==> config.mk <==
export PLATFORM = sky130hd
export DESIGN_NAME = mxb_burst_bridge
export DESIGN_NICKNAME = d
export VERILOG_FILES = /design/src/rtl/mxb_pkg.sv /design/src/rtl/mxb_strobe_sync.sv /design/src/rtl/mxb_bus_capture.sv /design/src/rtl/mxb_addr_ctr.sv /design/src/rtl/mxb_read_path.sv /design/src/rtl/mxb_burst_bridge.sv
export SDC_FILE = /design/constraint.sdc
export NUM_CORES = 1
export LEC_CHECK = 0
export BUFFER_PORTS_ARGS = -buffer_cell sky130_fd_sc_hd__buf_4
export CORE_ASPECT_RATIO = 0.7
export CORE_MARGIN = 4
export CORE_UTILIZATION = 28
export DETAILED_ROUTE_END_ITERATION = 8
export PLACE_DENSITY = 0.5
export SYNTH_ARGS = -nofsm -noshare
export SYNTH_HDL_FRONTEND = slang
export SYNTH_HIERARCHICAL = 1
export SYNTH_SLANG_ARGS = --single-unit
==> constraint.sdc <==
create_clock -name clk -period 5.6 [get_ports clk]
set_clock_uncertainty 0.15 [all_clocks]
set_input_delay 0.56 -clock clk [delete_from_list [all_inputs] [get_ports clk]]
set_output_delay 0.56 -clock clk [all_outputs]
set_load 0.01 [all_outputs]
==> src/rtl/mxb_pkg.sv <==
package mxb_pkg;

    // index of each bus strobe in the synchronizer bank
    localparam int STB_ALE = 0;
    localparam int STB_RD  = 1;
    localparam int STB_WR  = 2;
    localparam int NUM_STB = 3;

    // idle (deasserted) level of each strobe, indexed as above
    localparam logic [NUM_STB-1:0] STB_IDLE = 3'b110;

    // synchronized view of one strobe
    typedef struct packed {
        logic lvl;   // synchronized level
        logic rise;  // one-cycle pulse on low-to-high
        logic fall;  // one-cycle pulse on high-to-low
    } strobe_t;

    // kind of access the bridge issues on its memory port
    typedef enum logic [1:0] {
        ACC_NONE  = 2'd0,
        ACC_WRITE = 2'd1,
        ACC_READ  = 2'd2
    } access_e;

endpackage

==> src/rtl/mxb_strobe_sync.sv <==
module mxb_strobe_sync
    import mxb_pkg::*;
#(
    parameter int   STAGES = 2,
    parameter logic IDLE   = 1'b0
) (
    input  logic    clk,
    input  logic    rst,
    input  logic    raw,
    output strobe_t stb
);

    localparam int LAST = STAGES - 1;

    logic [STAGES-1:0] shreg;
    logic              prev;

    always_ff @(posedge clk) begin
        if (rst) begin
            shreg <= {STAGES{IDLE}};
            prev  <= IDLE;
        end else begin
            shreg <= {shreg[STAGES-2:0], raw};
            prev  <= shreg[LAST];
        end
    end

    // both operands are flops, so the pulses cannot glitch
    always_comb begin
        stb.lvl  = shreg[LAST];
        stb.rise = shreg[LAST] & ~prev;
        stb.fall = ~shreg[LAST] & prev;
    end

endmodule

==> src/rtl/mxb_bus_capture.sv <==
module mxb_bus_capture #(
    parameter int DATA_W = 16
) (
    input  logic              clk,
    input  logic              rst,
    input  logic              en,
    input  logic [DATA_W-1:0] d,
    output logic [DATA_W-1:0] q
);

    // follows the bus while a phase is active; holds after release
    always_ff @(posedge clk) begin
        if (rst)     q <= '0;
        else if (en) q <= d;
    end

endmodule

==> src/rtl/mxb_addr_ctr.sv <==
module mxb_addr_ctr #(
    parameter int ADDR_W = 10
) (
    input  logic              clk,
    input  logic              rst,
    input  logic              load,
    input  logic [ADDR_W-1:0] load_val,
    input  logic              step,
    output logic [ADDR_W-1:0] cnt
);

    localparam logic [ADDR_W-1:0] ONE = ADDR_W'(1);

    // load has priority; step wraps naturally at 2^ADDR_W
    always_ff @(posedge clk) begin
        if (rst)       cnt <= '0;
        else if (load) cnt <= load_val;
        else if (step) cnt <= cnt + ONE;
    end

endmodule

==> src/rtl/mxb_read_path.sv <==
module mxb_read_path #(
    parameter int DATA_W     = 16,
    parameter int MEM_RD_LAT = 1
) (
    input  logic              clk,
    input  logic              rst,
    input  logic              fetch,
    input  logic              rd_active,
    input  logic [DATA_W-1:0] mem_rdata,
    output logic [DATA_W-1:0] bus_out,
    output logic              bus_oe
);

    logic [MEM_RD_LAT-1:0] pend;

    generate
        if (MEM_RD_LAT == 1) begin : g_lat1
            always_ff @(posedge clk) begin
                if (rst) pend <= '0;
                else     pend <= fetch;
            end
        end else begin : g_latn
            always_ff @(posedge clk) begin
                if (rst) pend <= '0;
                else     pend <= {pend[MEM_RD_LAT-2:0], fetch};
            end
        end
    endgenerate

    always_ff @(posedge clk) begin
        if (rst) begin
            bus_out <= '0;
            bus_oe  <= 1'b0;
        end else begin
            if (pend[MEM_RD_LAT-1]) bus_out <= mem_rdata;
            bus_oe <= rd_active;
        end
    end

endmodule

==> src/rtl/mxb_burst_bridge.sv <==
module mxb_burst_bridge
    import mxb_pkg::*;
#(
    parameter int ADDR_W      = 10,
    parameter int DATA_W      = 16,
    parameter int SYNC_STAGES = 2,
    parameter int MEM_RD_LAT  = 1
) (
    input  logic              clk,
    input  logic              rst,
    input  logic              ale,
    input  logic              rd_n,
    input  logic              wr_n,
    input  logic [DATA_W-1:0] bus_in,
    output logic [DATA_W-1:0] bus_out,
    output logic              bus_oe,
    output logic [ADDR_W-1:0] mem_addr,
    output logic [DATA_W-1:0] mem_wdata,
    output logic              mem_we,
    output logic              mem_re,
    input  logic [DATA_W-1:0] mem_rdata
);

    localparam logic [ADDR_W-1:0] ADDR_ONE = ADDR_W'(1);

    // ---------------- strobe synchronizers ----------------
    logic    [NUM_STB-1:0] raw_stb;
    strobe_t               stb [NUM_STB];

    assign raw_stb[STB_ALE] = ale;
    assign raw_stb[STB_RD]  = rd_n;
    assign raw_stb[STB_WR]  = wr_n;

    generate
        for (genvar i = 0; i < NUM_STB; i++) begin : g_sync
            mxb_strobe_sync #(
                .STAGES (SYNC_STAGES),
                .IDLE   (STB_IDLE[i])
            ) u_sync (
                .clk (clk),
                .rst (rst),
                .raw (raw_stb[i]),
                .stb (stb[i])
            );
        end
    endgenerate

    logic ale_done, wr_done, rd_start, rd_done, rd_low;
    assign ale_done = stb[STB_ALE].fall;
    assign wr_done  = stb[STB_WR].rise;
    assign rd_start = stb[STB_RD].fall;
    assign rd_done  = stb[STB_RD].rise;
    assign rd_low   = ~stb[STB_RD].lvl;

    // ---------------- bus capture ----------------
    logic              cap_en;
    logic [DATA_W-1:0] bus_q;

    assign cap_en = stb[STB_ALE].lvl | ~stb[STB_WR].lvl;

    mxb_bus_capture #(.DATA_W(DATA_W)) u_cap (
        .clk (clk),
        .rst (rst),
        .en  (cap_en),
        .d   (bus_in),
        .q   (bus_q)
    );

    // ---------------- address counter ----------------
    logic [ADDR_W-1:0] cur_addr;

    mxb_addr_ctr #(.ADDR_W(ADDR_W)) u_ctr (
        .clk      (clk),
        .rst      (rst),
        .load     (ale_done),
        .load_val (bus_q[ADDR_W-1:0]),
        .step     (wr_done | rd_done),
        .cnt      (cur_addr)
    );

    // ---------------- memory port ----------------
    access_e acc;

    always_comb begin
        if (wr_done)       acc = ACC_WRITE;
        else if (rd_start) acc = ACC_READ;
        else               acc = ACC_NONE;
    end

    always_ff @(posedge clk) begin
        if (rst) begin
            mem_addr  <= '0;
            mem_wdata <= '0;
            mem_we    <= 1'b0;
            mem_re    <= 1'b0;
        end else begin
            mem_we <= (acc == ACC_WRITE);
            mem_re <= (acc == ACC_READ);
            if (acc != ACC_NONE) mem_addr <= cur_addr;
            if (acc == ACC_WRITE) mem_wdata <= bus_q;
        end
    end

    // ---------------- read return path ----------------
    mxb_read_path #(
        .DATA_W     (DATA_W),
        .MEM_RD_LAT (MEM_RD_LAT)
    ) u_rd (
        .clk       (clk),
        .rst       (rst),
        .fetch     (mem_re),
        .rd_active (rd_low),
        .mem_rdata (mem_rdata),
        .bus_out   (bus_out),
        .bus_oe    (bus_oe)
    );

    // ---------------- assertions ----------------
    logic              trk_valid;
    logic              trk_reload;
    logic [ADDR_W-1:0] trk_last;
    logic [ADDR_W-1:0] trk_start;

    always_ff @(posedge clk) begin
        if (rst) begin
            trk_valid  <= 1'b0;
            trk_reload <= 1'b0;
            trk_last   <= '0;
            trk_start  <= '0;
        end else if (mem_we | mem_re) begin
            trk_valid  <= 1'b1;
            trk_reload <= 1'b0;
            trk_last   <= mem_addr;
        end else if (ale_done) begin
            trk_reload <= 1'b1;
            trk_start  <= bus_q[ADDR_W-1:0];
        end
    end

    a_r2_start_addr: assert property (@(posedge clk) disable iff (rst)
        ((mem_we || mem_re) && trk_reload) |-> (mem_addr == trk_start));

    a_r4_addr_step: assert property (@(posedge clk) disable iff (rst)
        ((mem_we || mem_re) && trk_valid && !trk_reload)
            |-> (mem_addr == trk_last + ADDR_ONE));

    a_r3_we_single: assert property (@(posedge clk) disable iff (rst)
        mem_we |=> !mem_we);

    a_r6_re_single: assert property (@(posedge clk) disable iff (rst)
        mem_re |=> !mem_re);

    a_r9_no_overlap: assert property (@(posedge clk) disable iff (rst)
        !(mem_we && mem_re));

    a_r9_ale_no_access: assert property (@(posedge clk) disable iff (rst)
        stb[STB_ALE].rise |-> !(mem_we || mem_re));

    a_r7_oe_not_on_write: assert property (@(posedge clk) disable iff (rst)
        (mem_we || stb[STB_WR].fall) |-> !bus_oe);

endmodule

==> results.txt <==
TritonCTS Buffers: 9
CP Class: flop to flop
Die width: 134.1 um
Crit path max-delay cell type: nand2b_1
Nets: 413
DRT iter0 DRCs: 66
Max_slew headroom: 28.85%
Total grt overflow: 0
Drt drc: 0
Max Clock Freq: 552.2 MHz
Die Y: 96.29 um
Cell chain of the critical path: nand2b_1, mux2i_1, nor2_1
Fin. Hold Viols: 0
CP bufs+invs: 0
Status: finished, final reports clean
Vias in the first global route: 2,271
Crit Reg-Reg Endpoint: u_cap/q[14]$_SDFFE_PP0P_
H-Tree Level Count: 3
CP top delay family: simple AND/OR/NAND/NOR gates
Peak VDD IR: 146.9 uV
Largest stage delay, worst path: 0.82 ns
Clock Latency Late Sink: 0.33 ns
Ys Warns: 6
Origin of the critical flop-to-flop path: g_sync[0].u_sync/shreg[1]$_SDFF_PP0_
I/O pin cnt: 82
Hold depth: 1
Leakage: 1.613 nW
RSZ-0062 raised after global routing: no
Hold crit path type: flop to flop
CP startpoint kind: flop
Fin Setup TNS: 0 ns
Total power per unit cell area: 319.0 nW/um^2
Critical Path Fanout Max: 16
Fraction of layout cells with a size suffix above 1: 26.84%
Largest net degree at the start of global routing: 83
Vias: 2,264
Layout Utilization: 38.53%
Initial Util: 29.45%
Critical path data arrival time: 1.85 ns
Reg2reg setup slack: 3.79 ns
Final slew viol count: 0
P&R area growth vs syn: 30.86%
Reg clk slew, reported paths: 0.06 ns
Synthesized netlist cell count: 305
Worst Hold End: g_sync[2].u_sync/shreg[1]$_SDFF_PP1_
CTS hold repair buffers: 0
Die area: 12,910 sq um
Clk buf depth: 2
N_diodes: 0
Row cnt: 31
GRT Total Usage: 10.80%
Antenna Violating Nets Remaining: 0
Total Routed Length: 6831 um
Final Wtd Congestion: 0.7094
Syn avg cell area: 10.22 sq um
Resized Gates After CTS: 0
Multi-input logic area: 1319 sq um
Place WS: 3.672 ns
Post-detail-place hpwl: 4561 um
1st-pass router iterations: 4
Worst-margin pin slew: 1.067 ns
CP required: 5.64 ns
Routed len/inst: 12.94 um
Worst setup margin: 3.789 ns
Final worst path period share: 32.34%
Worst setup path startpoint: g_sync[0].u_sync/shreg[1]$_SDFF_PP0_
Syn Nets: 343
Final Critical Period: 1.811 ns
Fillers: 1,075
R2r worst-path depth: 3
Input/output buffers: 81
Register area: 1622 sq um
Max cap viols: 0
CTS root buffer: clkbuf_16
Via density: 4.288
Hold_sp: g_sync[2].u_sync/shreg[0]$_SDFF_PP1_
Synth Cell Area: 3118 sq um
Core area: 10,590 sq um
Clk sinks: 81
CP endpoint kind: flop
Number of post-CTS setup repair buffers: 0
First-pass GRT wire length: 10,980 um
Initial antenna violation count: 0
Final Setup Violations: 0
TritonCTS clock tree: built
layout by cell type, fill, tap and decap left out, drive strengths merged, types with 2 or more instances in the layout:
cell type,count
o21ai,12
nor2b,10
buf,83
a21oi,17
nand4,4
nand2,4
dfxtp,81
or3b,11
mux2i,51
nor2,56
xnor2,7
o22ai,3
or2,7
nor3b,4
clkbuf,14
nand3,3
inv,2
bufinv,2
layer usage:
metal / vias to the layer above / wire length, um / part of all wire [%] / track usage (%)
li1: 1167 / - / - / -
met1: 1016 / 3320 / 49 / 13.59
met2: 71 / 2898 / 42 / 16.34
met3: 10 / 519 / 7.6 / 4.911
met4: 0 / 93 / 1.4 / 4.068
met5: - / 0 / 0 / 0
worst max-delay path by stage:
stage	cells after the start	end
after floorplan	9	u_ctr/cnt[6]$_SDFFE_PP0P_
after CTS	3	u_cap/q[14]$_SDFFE_PP0P_
after detailed placement	3	u_ctr/cnt[7]$_SDFFE_PP0P_
final	3	u_cap/q[14]$_SDFFE_PP0P_
after global placement	3	u_ctr/cnt[7]$_SDFFE_PP0P_
after global routing	3	u_cap/q[14]$_SDFFE_PP0P_
registers in the layout, indices dropped and copies added (netlist names):
| name | cells |
|---|---|
| mem_re | 1 |
| u_cap/q | 16 |
| mem_addr | 10 |
| g_sync.u_sync/prev | 3 |
| u_rd/bus_out | 16 |
| u_ctr/cnt | 10 |
| u_rd/bus_oe | 1 |
| mem_we | 1 |
| mem_wdata | 16 |
| u_rd/pend | 1 |
| g_sync.u_sync/shreg | 6 |
layout make-up:
cell class,count,share of cell area [%]
multi-input combinational,198,32.32
clock inverter,2,1.472
tap,148,4.538
sequential,81,39.74
clock buffer,14,6.470
inverter,2,0.1840
timing repair buffer,83,15.27
metrics by stage:
step,instances,hold slack (ns),area [sq um],power [mW]
after floorplan,305,0.2332,3118,0.6543
after global placement,512,0.2442,3756,0.6823
after detailed placement,512,0.2462,3756,0.6838
after CTS,528,0.2450,4080,1.327
after global routing,528,0.2555,4080,1.356
final,528,0.2558,4080,1.302
report_power, final:
group          switching, mW  internal, mW
combinational         0.0332        0.0371
sequential           0.00979         0.590
clock                  0.217         0.415
total                  0.260          1.04
Note: power is estimated with default switching activity, not from simulation.
